### src/rtl/sfsr_pkg.sv
package sfsr_pkg;
  localparam logic [7:0] OP_WREN = 8'h06;
  localparam logic [7:0] OP_RDSR = 8'h05;
  localparam logic [7:0] OP_WRSR = 8'h01;

  localparam int B_WIP  = 0;
  localparam int B_WEL  = 1;
  localparam int B_BP0  = 2;
  localparam int B_BP1  = 3;
  localparam int B_SRWD = 7;

  typedef struct packed {
    logic       wdis;
    logic [1:0] bp;
  } sfsr_cfg_t;
endpackage

### src/rtl/sfsr_spi_front.sv
module sfsr_spi_front (
  input  logic clk,
  input  logic rst_n,
  input  logic cs_n,
  input  logic sck,
  input  logic mosi,
  output logic cs_s,
  output logic sel_start,
  output logic sel_end,
  output logic sck_rise,
  output logic sck_fall,
  output logic din
);
  logic cs1, cs2, sck1, sck2, mosi1;

  always_ff @(posedge clk or negedge rst_n) begin
    if (!rst_n) begin
      cs1   <= 1'b1;
      cs2   <= 1'b1;
      sck1  <= 1'b0;
      sck2  <= 1'b0;
      mosi1 <= 1'b0;
    end else begin
      cs1   <= cs_n;
      cs2   <= cs1;
      sck1  <= sck;
      sck2  <= sck1;
      mosi1 <= mosi;
    end
  end

  assign cs_s      = cs1;
  assign sel_start = !cs1 && cs2;
  assign sel_end   = cs1 && !cs2;
  assign sck_rise  = !cs1 && sck1 && !sck2;
  assign sck_fall  = !cs1 && !sck1 && sck2;
  assign din       = mosi1;
endmodule

### src/rtl/sfsr_cmd_decode.sv
module sfsr_cmd_decode
  import sfsr_pkg::*;
#(
  parameter int CNT_W = 5
) (
  input  logic      clk,
  input  logic      rst_n,
  input  logic      sel_start,
  input  logic      sel_end,
  input  logic      sck_rise,
  input  logic      din,
  input  logic      busy,
  input  logic      wel,
  input  logic      hw_lock,
  output logic      wren_pulse,
  output logic      wrsr_pulse,
  output sfsr_cfg_t wr_cfg,
  output logic      rd_active
);
  localparam logic [CNT_W-1:0] CNT_MAX  = '1;
  localparam logic [CNT_W-1:0] CNT_OP   = CNT_W'(8);
  localparam logic [CNT_W-1:0] CNT_DATA = CNT_W'(16);

  logic [7:0]       shreg;
  logic [7:0]       opcode;
  logic [CNT_W-1:0] bitcnt;
  logic [7:0]       next_byte;

  assign next_byte = {shreg[6:0], din};

  always_ff @(posedge clk or negedge rst_n) begin
    if (!rst_n) begin
      shreg     <= '0;
      opcode    <= '0;
      bitcnt    <= '0;
      rd_active <= 1'b0;
    end else if (sel_start) begin
      bitcnt    <= '0;
      opcode    <= '0;
      rd_active <= 1'b0;
    end else if (sel_end) begin
      rd_active <= 1'b0;
    end else if (sck_rise) begin
      shreg <= next_byte;
      if (bitcnt != CNT_MAX) bitcnt <= bitcnt + 1'b1;
      if (bitcnt == CNT_OP - 1'b1) begin
        opcode <= next_byte;
        if (next_byte == OP_RDSR) rd_active <= 1'b1;
      end
    end
  end

  always_ff @(posedge clk or negedge rst_n) begin
    if (!rst_n) begin
      wren_pulse <= 1'b0;
      wrsr_pulse <= 1'b0;
      wr_cfg     <= '0;
    end else begin
      wren_pulse <= sel_end && bitcnt == CNT_OP && opcode == OP_WREN && !busy;
      wrsr_pulse <= sel_end && bitcnt == CNT_DATA && opcode == OP_WRSR
                    && !busy && wel && !hw_lock;
      wr_cfg     <= '{wdis: shreg[B_SRWD], bp: shreg[B_BP1:B_BP0]};
    end
  end

  a_r1_single_pulse: assert property (@(posedge clk) disable iff (!rst_n)
    !(wren_pulse && wrsr_pulse));
endmodule

### src/rtl/sfsr_wr_timer.sv
module sfsr_wr_timer #(
  parameter int CYCLES = 1000
) (
  input  logic clk,
  input  logic rst_n,
  input  logic start,
  output logic busy,
  output logic done
);
  localparam int CW = $clog2(CYCLES + 1);
  logic [CW-1:0] cnt;

  always_ff @(posedge clk or negedge rst_n) begin
    if (!rst_n)            cnt <= '0;
    else if (start)        cnt <= CW'(CYCLES);
    else if (cnt != '0)    cnt <= cnt - 1'b1;
  end

  assign busy = cnt != '0;
  assign done = cnt == CW'(1);

  a_r5_start_idle: assert property (@(posedge clk) disable iff (!rst_n)
    start |-> !busy);
endmodule

### src/rtl/sfsr_status_reg.sv
module sfsr_status_reg
  import sfsr_pkg::*;
(
  input  logic       clk,
  input  logic       rst_n,
  input  logic       wren,
  input  logic       wrsr,
  input  sfsr_cfg_t  wr_cfg,
  input  logic       busy,
  input  logic       done,
  input  logic       wp_n,
  output logic [7:0] status
);
  sfsr_cfg_t cfg_q;
  logic      wel_q;

  always_ff @(posedge clk or negedge rst_n) begin
    if (!rst_n) begin
      cfg_q <= '0;
      wel_q <= 1'b0;
    end else begin
      if (wrsr)      cfg_q <= wr_cfg;
      if (done)      wel_q <= 1'b0;
      else if (wren) wel_q <= 1'b1;
    end
  end

  always_comb begin
    status         = '0;
    status[B_WIP]  = busy;
    status[B_WEL]  = wel_q;
    status[B_BP0]  = cfg_q.bp[0];
    status[B_BP1]  = cfg_q.bp[1];
    status[B_SRWD] = cfg_q.wdis;
  end

  a_r1_needs_latch: assert property (@(posedge clk) disable iff (!rst_n)
    wrsr |-> wel_q);
  a_r3_hold_without_write: assert property (@(posedge clk) disable iff (!rst_n)
    !wrsr |=> $stable(cfg_q));
  a_r8_quiet_while_busy: assert property (@(posedge clk) disable iff (!rst_n)
    busy |-> !(wrsr || wren));
  a_r9_locked_no_write: assert property (@(posedge clk) disable iff (!rst_n)
    wrsr |-> !(cfg_q.wdis && !wp_n));
endmodule

### src/rtl/sfsr_sdo_shift.sv
module sfsr_sdo_shift (
  input  logic       clk,
  input  logic       rst_n,
  input  logic       cs_s,
  input  logic       rd_active,
  input  logic       sck_fall,
  input  logic [7:0] status,
  output logic       sdo,
  output logic       sdo_en
);
  logic [2:0] idx;

  always_ff @(posedge clk or negedge rst_n) begin
    if (!rst_n) begin
      idx    <= '0;
      sdo    <= 1'b0;
      sdo_en <= 1'b0;
    end else begin
      sdo_en <= !cs_s;
      if (!rd_active) begin
        idx <= '0;
        sdo <= 1'b0;
      end else if (sck_fall) begin
        sdo <= status[3'd7 - idx];
        idx <= idx + 1'b1;
      end
    end
  end
endmodule

### src/rtl/sfsr_engine.sv
module sfsr_engine
  import sfsr_pkg::*;
#(
  parameter int WRITE_CYCLES = 1000
) (
  input  logic clk,
  input  logic rst_n,
  input  logic cs_n,
  input  logic sck,
  input  logic mosi,
  input  logic wp_n,
  output logic sdo,
  output logic sdo_en
);
  logic      cs_s, sel_start, sel_end, sck_rise, sck_fall, din;
  logic      wren_pulse, wrsr_pulse, rd_active, busy, done, hw_lock;
  sfsr_cfg_t wr_cfg;
  logic [7:0] status;

  sfsr_spi_front u_front (
    .clk(clk), .rst_n(rst_n), .cs_n(cs_n), .sck(sck), .mosi(mosi),
    .cs_s(cs_s), .sel_start(sel_start), .sel_end(sel_end),
    .sck_rise(sck_rise), .sck_fall(sck_fall), .din(din)
  );

  assign hw_lock = status[B_SRWD] && !wp_n;

  sfsr_cmd_decode u_dec (
    .clk(clk), .rst_n(rst_n), .sel_start(sel_start), .sel_end(sel_end),
    .sck_rise(sck_rise), .din(din), .busy(busy), .wel(status[B_WEL]),
    .hw_lock(hw_lock), .wren_pulse(wren_pulse), .wrsr_pulse(wrsr_pulse),
    .wr_cfg(wr_cfg), .rd_active(rd_active)
  );

  sfsr_wr_timer #(.CYCLES(WRITE_CYCLES)) u_timer (
    .clk(clk), .rst_n(rst_n), .start(wrsr_pulse), .busy(busy), .done(done)
  );

  sfsr_status_reg u_stat (
    .clk(clk), .rst_n(rst_n), .wren(wren_pulse), .wrsr(wrsr_pulse),
    .wr_cfg(wr_cfg), .busy(busy), .done(done), .wp_n(wp_n), .status(status)
  );

  sfsr_sdo_shift u_sdo (
    .clk(clk), .rst_n(rst_n), .cs_s(cs_s), .rd_active(rd_active),
    .sck_fall(sck_fall), .status(status), .sdo(sdo), .sdo_en(sdo_en)
  );

  a_r5_commit_starts_wip: assert property (@(posedge clk) disable iff (!rst_n)
    wrsr_pulse |=> status[B_WIP]);
  a_r6_latch_gone_at_end: assert property (@(posedge clk) disable iff (!rst_n)
    $fell(status[B_WIP]) |-> !status[B_WEL]);
  a_r7_idle_quiet: assert property (@(posedge clk) disable iff (!rst_n)
    (cs_n && $past(cs_n) && $past(cs_n, 2) && $past(cs_n, 3)) |-> !sdo_en);
  a_r4_reserved_low: assert property (@(posedge clk) disable iff (!rst_n)
    rd_active |-> status[6:4] == 3'b000);
endmodule

### config.mk
export PLATFORM = sky130hd
export DESIGN_NAME = sfsr_engine
export DESIGN_NICKNAME = d
export VERILOG_FILES = /design/src/rtl/sfsr_pkg.sv /design/src/rtl/sfsr_spi_front.sv /design/src/rtl/sfsr_cmd_decode.sv /design/src/rtl/sfsr_wr_timer.sv /design/src/rtl/sfsr_status_reg.sv /design/src/rtl/sfsr_sdo_shift.sv /design/src/rtl/sfsr_engine.sv
export SDC_FILE = /design/constraint.sdc
export NUM_CORES = 1
export LEC_CHECK = 0
export CAP_MARGIN = 20
export CORE_MARGIN = 1
export CORE_UTILIZATION = 40
export CTS_BUF_LIST = sky130_fd_sc_hd__clkbuf_4 sky130_fd_sc_hd__clkbuf_8
export DETAILED_ROUTE_END_ITERATION = 8
export SYNTH_ARGS = -nofsm -noshare
export SYNTH_HDL_FRONTEND = slang
export SYNTH_HIERARCHICAL = 1
export SYNTH_SLANG_ARGS = --single-unit
### constraint.sdc
create_clock -name clk -period 2.3 [get_ports clk]
set_input_delay 0.69 -clock clk [delete_from_list [all_inputs] [get_ports clk]]
set_output_delay 0.69 -clock clk [all_outputs]
set_load 0.01 [all_outputs]
==> metrics.cfg, run 1 <==
[final_layout]
final-instance-count-excl-fill=298
layout.area.seq_um2=1279
finalNetCount=234
synthToLayoutAreaGrowth_pct=10.45
fillerInstances=561
final_layout_size_suffix_gt1_share_pct=19.28
final_instance_area_um2=2751
area_used_by_multi_input_combinational_logic_um2=1130
num_antenna_cells=0
final_util_pct=46.20

[worst_setup_path]
cp-start-kind=flip-flop
setup_crit_path_kind=reg2reg
timing.critical_path.required_ns=2.48
worst_ep_arrival_time_ns=2.24
r2r_setup_slack_ns=0.24
critical_path.endpoint_type=flip-flop
timing.critical_path.fanout_max=5

[sta]
final-max-slew-violation-count=0
worst_margin_pin_slew_ns=0.6321
timing.final.crit_period_ns=2.064
fin_skew_ns=0.004741
unrepaired_setup_endpoints_after_global_routing=no
slew_headroom_pct=57.47
layout_worst_path_cycle_share_pct=89.75
setup_violations=0
fin_tns_setup_ns=0
finalHoldViolations=0
max_clk_rate_mhz=484.4

[cts]
cts_num_sinks=51
clockBufferDepth=2
post_cts_resize_count=0
clkSlewWorstSetupHoldPaths_ns=0.09
worst_skew_pair.late_latency_ns=0.30
tritoncts.num_buffers=5
post_cts.repair.setup_buffers=0
total_number_of_h_tree_levels=2
hold_fix_buffers_at_cts=0
clock-root-buffer=sky130_fd_sc_hd__clkbuf_8
tritoncts=done

[floorplanning]
fp.dieArea_um2=6547
floorplan.initialDensity_pct=41.83
fp.dieH_um=80.92
fp.coreArea_um2=5956
pin_count=8
row_count=28
fp.dieW_um=80.92

[synthesis]
postSynthRegisterBits=51
synthArstFlopShare_pct=100.0
number_of_flops_mapped_to_enable_cells_by_yosys=0
ys_seq_area_share_pct=51.33
synth_largest_type_area_fraction_pct=49.22
synthTopCellsByCount=49 x sky130_fd_sc_hd__dfrtp_1, 16 x sky130_fd_sc_hd__nor2_1, 13 x sky130_fd_sc_hd__mux2_2, 13 x sky130_fd_sc_hd__mux2i_1, 11 x sky130_fd_sc_hd__nand2b_1
synth_area_um2=2491
syn-instance-count=209
ys.flop_type=sky130_fd_sc_hd__dfrtp_1
synth_top_cells_by_area=sky130_fd_sc_hd__dfrtp_1 49%, sky130_fd_sc_hd__mux2_2 5.9%, sky130_fd_sc_hd__mux2i_1 5.2%
synth_largest_area_cell=sky130_fd_sc_hd__dfrtp_1
synth_most_common_cell=sky130_fd_sc_hd__dfrtp_1
synth.avg_cell_area_um2=11.92
ys_warn_count=6
synth.distinct_cells=54

[place]
io_buffers=7
place.gp.congestion=0.7892
dpl-instance-area_um2=2663
dp.final_hpwl_um=3058
placed_cells_incl_taps=290

[job]
drv_cap=0

[drt]
drt_pre_antenna_iters=4
post_drt_via_cell_ratio=5.171
drt_first_iter_violations=80
post_drt_wl_per_cell_um=14.24
drt_wl_total_um=4243
vias=1541
detail_route.drc_violations=0
antenna_left=0

[global_route]
grt_overflow=0
grt_pass1_vias=1620
grt_max_degree=27
gr-usage-all-layers_pct=15.39
first_pass_grt_wire_length_um=7596
number_of_antenna_violations_at_the_first_check_in_global_routing=0

[status]
run_status=finished clean

[pwr]
pwr_density_cell_nw_per_um2=610.8
p_leak_nw=1.234
vdd.ir_drop.worst_mv=0.3307
report.power.total_mw=1.681

[worst_hold_path]
holdCritPathClass=in2async

-- stage by stage --
stage | setup WS [ns] | hold WS [ns]
5_1_grt | 0.06927 | 0.4060
3_3_place_gp | 0.2883 | 0.3725
3_5_place_dp | 0.2504 | 0.3782
2_1_floorplan | 0.09483 | 0.3501
4_1_cts | 0.2281 | 0.4000
6_report | 0.2358 | 0.3975
-- critical path: stages (launching register included) --
cell and delay (ns):
sky130_fd_sc_hd__dfrtp_1 0.42, sky130_fd_sc_hd__inv_1 0.09, sky130_fd_sc_hd__ha_1 0.21, sky130_fd_sc_hd__or3b_2 0.47, sky130_fd_sc_hd__or3_4 0.38, sky130_fd_sc_hd__mux2i_1 0.13, sky130_fd_sc_hd__and3_1 0.16, sky130_fd_sc_hd__o32ai_1 0.08
-- path summary, 6_finish.rpt --
kind / endpoint / from / cells after the start
max: u_sdo/sdo / u_timer/cnt[0] / 7
min: u_timer/cnt[7] / rst_n / 1
max reg2reg: u_sdo/sdo / u_timer/cnt[0] / 7
min reg2reg: u_dec/wr_cfg[2] / u_dec/shreg[7] / 0
max in group asynchronous: u_dec/opcode[0] / rst_n / 2
min in group clk: u_dec/wr_cfg[2] / u_dec/shreg[7] / 0
-- logic make-up after synthesis --
| logic type | after synthesis | synth area share (%) |
|---|---|---|
| buffers and inverters | 18 | 3.616 |
| multiplexers | 28 | 12.76 |
| other | 1 | 0.1505 |
| XOR/XNOR | 4 | 1.407 |
| flip-flops | 51 | 51.33 |
| AND/OR/NAND/NOR | 82 | 21.85 |
| adder cells (fa/ha/maj) | 6 | 3.013 |
| AO/OA/AOI/OAI | 19 | 5.876 |
-- cells in the final DEF, fill, tap and decap left out, types with 4 or more instances in the layout --
master,n
sky130_fd_sc_hd__dfrtp_1,49
sky130_fd_sc_hd__nor2_1,16
sky130_fd_sc_hd__mux2_2,13
sky130_fd_sc_hd__mux2i_1,13
sky130_fd_sc_hd__nand2b_1,11
sky130_fd_sc_hd__inv_1,8
sky130_fd_sc_hd__or2b_1,8
sky130_fd_sc_hd__clkdlybuf4s50_1,6
sky130_fd_sc_hd__ha_1,6
sky130_fd_sc_hd__buf_4,6
sky130_fd_sc_hd__clkbuf_8,5
sky130_fd_sc_hd__nor4b_1,5
sky130_fd_sc_hd__nor2b_1,5
sky130_fd_sc_hd__nor3b_1,4
sky130_fd_sc_hd__nand3_1,4
sky130_fd_sc_hd__nand2_1,4
-- where the power goes --
group	leakage [nW]	internal [mW]	switching, mW
clock	0.0446	0.225	0.282
sequential	0.686	0.965	0.0593
combinational	0.503	0.0849	0.0645
-- per-layer routing --
| metal | up-vias | share of wire (%) | global-route usage [%] |
|---|---|---|---|
| li1 | 759 | - | - |
| met1 | 767 | 47 | 19.63 |
| met2 | 11 | 50 | 25.46 |
| met3 | 4 | 2.1 | 3.708 |
| met4 | 0 | 0.99 | 5.357 |
| met5 | - | 0 | 0 |
-- sequential cells by signal, summed over array words and instances (netlist names) --
register / count
u_dec/bitcnt: 5
u_dec/opcode: 8
u_sdo/sdo: 1
u_front/sck2: 1
u_dec/wrsr_pulse: 1
u_front/sck1: 1
u_dec/rd_active: 1
u_dec/wr_cfg: 3
u_timer/cnt: 10
u_front/cs_s: 1
u_stat/status: 3
u_sdo/idx: 3
u_sdo/sdo_en: 1
u_front/cs2: 1
u_stat/wel_q: 1
u_dec/shreg: 8
u_dec/wren_pulse: 1
u_front/din: 1
-- cell type report --
class                   instances  area share (%)
multi-input cells             142           41.06
clock buffers                   6           2.774
well taps                      75           3.411
flip-flops and latches         51           46.48
inverters                       8           1.091
repair buffers                 14           4.729
clock inverters                 2          0.4548
Power figures use the tool's default switching activity.
==> run 2: changes to the inputs <==
- CORE_UTILIZATION: 40 -> 36
- CTS_BUF_LIST: sky130_fd_sc_hd__clkbuf_4 sky130_fd_sc_hd__clkbuf_8 -> sky130_fd_sc_hd__clkbuf_2
==> run 2 against run 1 <==
  * Critical endpoint unchanged
  * Via count down 0.19%
  * Sequential share of layout area down 0.11 points
  * Highest routed layer unchanged
  * Maximum frequency down 1.8%
==> metrics.cfg, run 2 (synthesis gave the netlist of run 1 again) <==
[sta]
layout_worst_path_cycle_share_pct=91.37
unrepaired_setup_endpoints_after_global_routing=no
final-max-slew-violation-count=0
fin_tns_setup_ns=0
finalHoldViolations=0
timing.final.crit_period_ns=2.102
fin_skew_ns=0.03093
slew_headroom_pct=59.69
max_clk_rate_mhz=475.8
setup_violations=0
worst_margin_pin_slew_ns=0.5991

[cts]
clockBufferDepth=2
post_cts_resize_count=0
tritoncts.num_buffers=5
hold_fix_buffers_at_cts=0
clock-root-buffer=sky130_fd_sc_hd__clkbuf_2
post_cts.repair.setup_buffers=0
clkSlewWorstSetupHoldPaths_ns=0.27
total_number_of_h_tree_levels=2
worst_skew_pair.late_latency_ns=0.43
cts_num_sinks=51
tritoncts=done

[global_route]
grt_pass1_vias=1583
grt_overflow=0
gr-usage-all-layers_pct=12.95
first_pass_grt_wire_length_um=7486
grt_max_degree=52
number_of_antenna_violations_at_the_first_check_in_global_routing=0

[final_layout]
final_layout_size_suffix_gt1_share_pct=19.28
finalNetCount=234
num_antenna_cells=0
final_instance_area_um2=2758
final_util_pct=42.22
final-instance-count-excl-fill=300
fillerInstances=625
largest_register_ffs=10
regMostFlops=u_timer/cnt
layout.cells.most_common=sky130_fd_sc_hd__dfrtp_1
largestRegisters=u_timer/cnt x10, u_dec/opcode x8, u_dec/shreg x8
mostFrequentLayoutCells=49 x sky130_fd_sc_hd__dfrtp_1, 16 x sky130_fd_sc_hd__nor2_1, 13 x sky130_fd_sc_hd__mux2_2, 13 x sky130_fd_sc_hd__mux2i_1, 11 x sky130_fd_sc_hd__nand2b_1
synthToLayoutAreaGrowth_pct=10.70

[floorplanning]
fp.dieW_um=85.19
fp.dieArea_um2=7256
fp.coreArea_um2=6531
pin_count=8
fp.dieH_um=85.19
floorplan.initialDensity_pct=38.14
row_count=29

[drt]
post_drt_via_cell_ratio=5.127
drt_first_iter_violations=54
drt_wl_total_um=4125
antenna_left=0
detail_route.drc_violations=0
vias=1538
post_drt_wl_per_cell_um=13.75
drt_pre_antenna_iters=4

[worst_setup_path]
worst_ep_arrival_time_ns=2.43
regToRegEndpoint=u_sdo/sdo
r2r_setup_slack_ns=0.20
timing.critical_path.required_ns=2.63
critical_path.endpoint_type=flip-flop
timing.critical_path.fanout_max=5
cp-start-kind=flip-flop
setup_crit_path_kind=reg2reg
timing.rr.start=u_timer/cnt[0]
r2r_cells=7

[place]
place.gp.congestion=0.7525
dp.final_hpwl_um=2904
io_buffers=7
placed_cells_incl_taps=292
dpl-instance-area_um2=2665

[pwr]
report.power.total_mw=1.744
vdd.ir_drop.worst_mv=0.4378
p_leak_nw=1.238
pwr_density_cell_nw_per_um2=632.6

[job]
drv_cap=0

[worst_hold_path]
holdCritPathClass=in2async

[status]
run_status=finished clean

## run 2: changes by cell type in the layout (fill, tap and decap cells not counted)
| cell | before | now |
|---|---|---|
| sky130_fd_sc_hd__clkinv_2 | 1 | 0 |
| sky130_fd_sc_hd__clkbuf_4 | 1 | 0 |
| sky130_fd_sc_hd__bufinv_16 | 0 | 2 |
| sky130_fd_sc_hd__clkbuf_2 | 0 | 5 |
| sky130_fd_sc_hd__clkbuf_8 | 5 | 0 |
## run 2: metal layers
| metal | track usage [%] | vias to the layer above | wire length, um |
|---|---|---|---|
| li1 | - | 764 | - |
| met1 | 17.46 | 757 | 2058 |
| met2 | 20.67 | 10 | 1920 |
| met3 | 3.016 | 7 | 94 |
| met4 | 4.160 | 0 | 52 |
| met5 | 0 | - | 0 |
## run 2: how the worst max path moves through the flow
stage | slack [ns] | startpoint | end
after global placement | 0.28 | u_timer/cnt[0] | u_sdo/sdo
after detailed placement | 0.23 | u_timer/cnt[0] | u_sdo/sdo
after global routing | 0.002 | u_timer/cnt[0] | u_dec/wrsr_pulse
after floorplan | 0.09 | u_timer/cnt[0] | u_sdo/sdo
after CTS | 0.19 | u_timer/cnt[0] | u_dec/wrsr_pulse
final | 0.20 | u_timer/cnt[0] | u_sdo/sdo
## run 2: final cells by class
type | count | area, um2 | share of cell area [%]
Clock buffer | 5 | 25.02 | 0.9074
Sequential cell | 51 | 1279 | 46.37
Clock inverter | 3 | 67.56 | 2.450
Inverter | 8 | 30.03 | 1.089
Tap cell | 77 | 96.34 | 3.494
Multi-Input combinational cell | 142 | 1130 | 40.97
Timing Repair Buffer | 14 | 130.1 | 4.719
## run 2: critical path, stage by stage, from the launching register on
cell,delay [ns]
sky130_fd_sc_hd__dfrtp_1,0.48
sky130_fd_sc_hd__inv_1,0.09
sky130_fd_sc_hd__ha_1,0.23
sky130_fd_sc_hd__or3b_2,0.47
sky130_fd_sc_hd__or3_4,0.37
sky130_fd_sc_hd__mux2i_1,0.13
sky130_fd_sc_hd__and3_1,0.16
sky130_fd_sc_hd__o32ai_1,0.08
## run 2: power by group
| part | total (mW) | leakage, nW | internal, mW | switching (mW) |
|---|---|---|---|---|
| combinational | 0.150 | 0.503 | 0.0850 | 0.0646 |
| sequential | 1.02 | 0.686 | 0.967 | 0.0560 |
| clock | 0.572 | 0.0492 | 0.292 | 0.281 |
## run 2: metrics by stage
step           setup slack [ns]  hold slack, ns
6_report                 0.1984          0.1972
5_1_grt                0.001573          0.1558
4_1_cts                  0.1930          0.1802
3_5_place_dp             0.2297          0.3739
3_3_place_gp             0.2766          0.3699
2_1_floorplan           0.09483          0.3501
==> run 3: changes to the inputs <==
- GPL_TIMING_DRIVEN: default -> 0
==> run 3 against run 2 <==
  * Sequential power is essentially flat
  * Flip-flop and latch count is the same
  * Cell area grew 0.91%
  * Critical path depth is the same
  * Sequential share of layout area shrank 0.42 points
  * Wire length grew 2.7%
  * Via count grew 1.6%
  * Critical path type unchanged
==> metrics.cfg, run 3 (synthesis gave the netlist of run 1 again) <==
[cts]
worst_skew_pair.late_latency_ns=0.41
cts_num_sinks=51
tritoncts.num_buffers=5
total_number_of_h_tree_levels=2
clockBufferDepth=2
tritoncts=done
hold_fix_buffers_at_cts=0
clkSlewWorstSetupHoldPaths_ns=0.26
clock-root-buffer=sky130_fd_sc_hd__clkbuf_2

[floorplanning]
row_count=29
fp.dieW_um=85.19
fp.coreArea_um2=6531
fp.dieArea_um2=7256
fp.dieH_um=85.19
pin_count=8
floorplan.initialDensity_pct=38.14

[place]
place.gp.congestion=0.7285
dpl-instance-area_um2=2680
io_buffers=7
dp.final_hpwl_um=2997
placed_cells_incl_taps=296
placement.setup.worst_slack_ns=-0.1206

[sta]
fin_tns_setup_ns=0
holdWs_ns=0.1606
fin_skew_ns=0.01706
finalHoldViolations=0
layout_worst_path_cycle_share_pct=95.80
max_clk_rate_mhz=453.9
worst_slack_setup_final_ns=0.09663
final-max-slew-violation-count=0
unrepaired_setup_endpoints_after_global_routing=no
timing.final.crit_period_ns=2.203
setup_violations=0
worst_margin_pin_slew_ns=0.8019
slew_headroom_pct=46.42

[drt]
post_drt_via_cell_ratio=5.055
drt_pre_antenna_iters=4
post_drt_wl_per_cell_um=13.71
detail_route.drc_violations=0
vias=1562
drt_first_iter_violations=69
antenna_left=0
drt_wl_total_um=4235

[final_layout]
final_instance_area_um2=2783
layout.area.seq_um2=1279
synthToLayoutAreaGrowth_pct=11.70
final-instance-count-excl-fill=309
area_used_by_multi_input_combinational_logic_um2=1145
regMostFlops=u_timer/cnt
largestRegisters=u_timer/cnt x10, u_dec/opcode x8, u_dec/shreg x8
fillerInstances=629
final_layout_size_suffix_gt1_share_pct=21.98
finalNetCount=243
num_antenna_cells=0
largest_register_ffs=10
layout.cells.most_common=sky130_fd_sc_hd__dfrtp_1
mostFrequentLayoutCells=49 x sky130_fd_sc_hd__dfrtp_1, 16 x sky130_fd_sc_hd__nor2_1, 13 x sky130_fd_sc_hd__mux2_2, 13 x sky130_fd_sc_hd__mux2i_1, 12 x sky130_fd_sc_hd__buf_4
final_util_pct=42.61

[worst_setup_path]
worst_path_most_repeated_cell=sky130_fd_sc_hd__buf_4
worst_ep_arrival_time_ns=2.48
timing.critical_path.required_ns=2.57
critical-path-max-stage-delay_ns=0.52
timing.critical_path.fanout_max=8
cp-start-kind=flip-flop
setup_crit_path_kind=reg2reg
critical_path.endpoint_type=flip-flop
critical-path-slowest-cell=sky130_fd_sc_hd__or4_1
critical_path.cell_chain=or4_1, buf_4, or3_4, buf_4, mux2i_1, and3_1, o32ai_1

[global_route]
gr-usage-all-layers_pct=12.69
grt_pass1_vias=1546
first_pass_grt_wire_length_um=7403
number_of_antenna_violations_at_the_first_check_in_global_routing=0
grt_max_degree=35
grt_overflow=0

[pwr]
report.power.total_mw=1.534
p_leak_nw=1.257
vdd.ir_drop.worst_mv=0.2910
pwr_density_cell_nw_per_um2=551.1

[status]
run_status=finished clean

[job]
drv_cap=0

[worst_hold_path]
holdCritPathClass=in2async

==> run 3: routing by layer <==
layer | vias up | track usage (%) | wire length (um)
met5 | - | 0 | 0
met4 | 0 | 2.773 | 15
met3 | 2 | 2.626 | 88
met2 | 10 | 20.31 | 1953
met1 | 766 | 17.80 | 2177
li1 | 784 | - | -
==> run 3: timing repair <==
| action | CTS | global route |
|---|---|---|
| buffers inserted | 2 | 4 |
| pin swaps | 0 | 1 |
| resized for setup | 4 | 2 |
| hold endpoints to repair | 0 | 0 |
| endpoints found under the setup margin | 1 | 1 |
==> run 3: report_power, final <==
group	total, mW	internal [mW]	switching [mW]
clock network	0.360	0.0735	0.286
registers	1.02	0.967	0.0551
logic	0.152	0.0861	0.0656
==> run 3: layout make-up <==
type                            instances  share of cell area, %
Buffer                                  9                  2.068
Clock buffer                            5                 0.8993
Clock inverter                          3                 0.7194
Inverter                                8                  1.079
Multi-Input combinational cell        142                  41.14
Sequential cell                        51                  45.95
Tap cell                               77                  3.462
Timing Repair Buffer                   14                  4.676
==> run 3: worst paths after layout <==
kind                                start             end  slack (ns)  depth (start not counted)
hold / removal                      rst_n  u_timer/cnt[8]        0.16                          1
setup / recovery           u_timer/cnt[7]       u_sdo/sdo         0.1                          7
min in group clk             u_front/cs_s     u_front/cs2        0.40                          0
setup reg to reg           u_timer/cnt[7]       u_sdo/sdo         0.1                          7
hold reg to reg              u_front/cs_s     u_front/cs2        0.40                          0
max in group asynchronous           rst_n    u_front/cs_s        1.54                          2
==> run 3: critical path, delay by kind of cell (launching register included) <==
family          cells  cell delay (ns)
simple gates        3             1.09
mux                 1             0.12
buf+inv             2             0.32
compound gates      1             0.08
flops               1             0.46
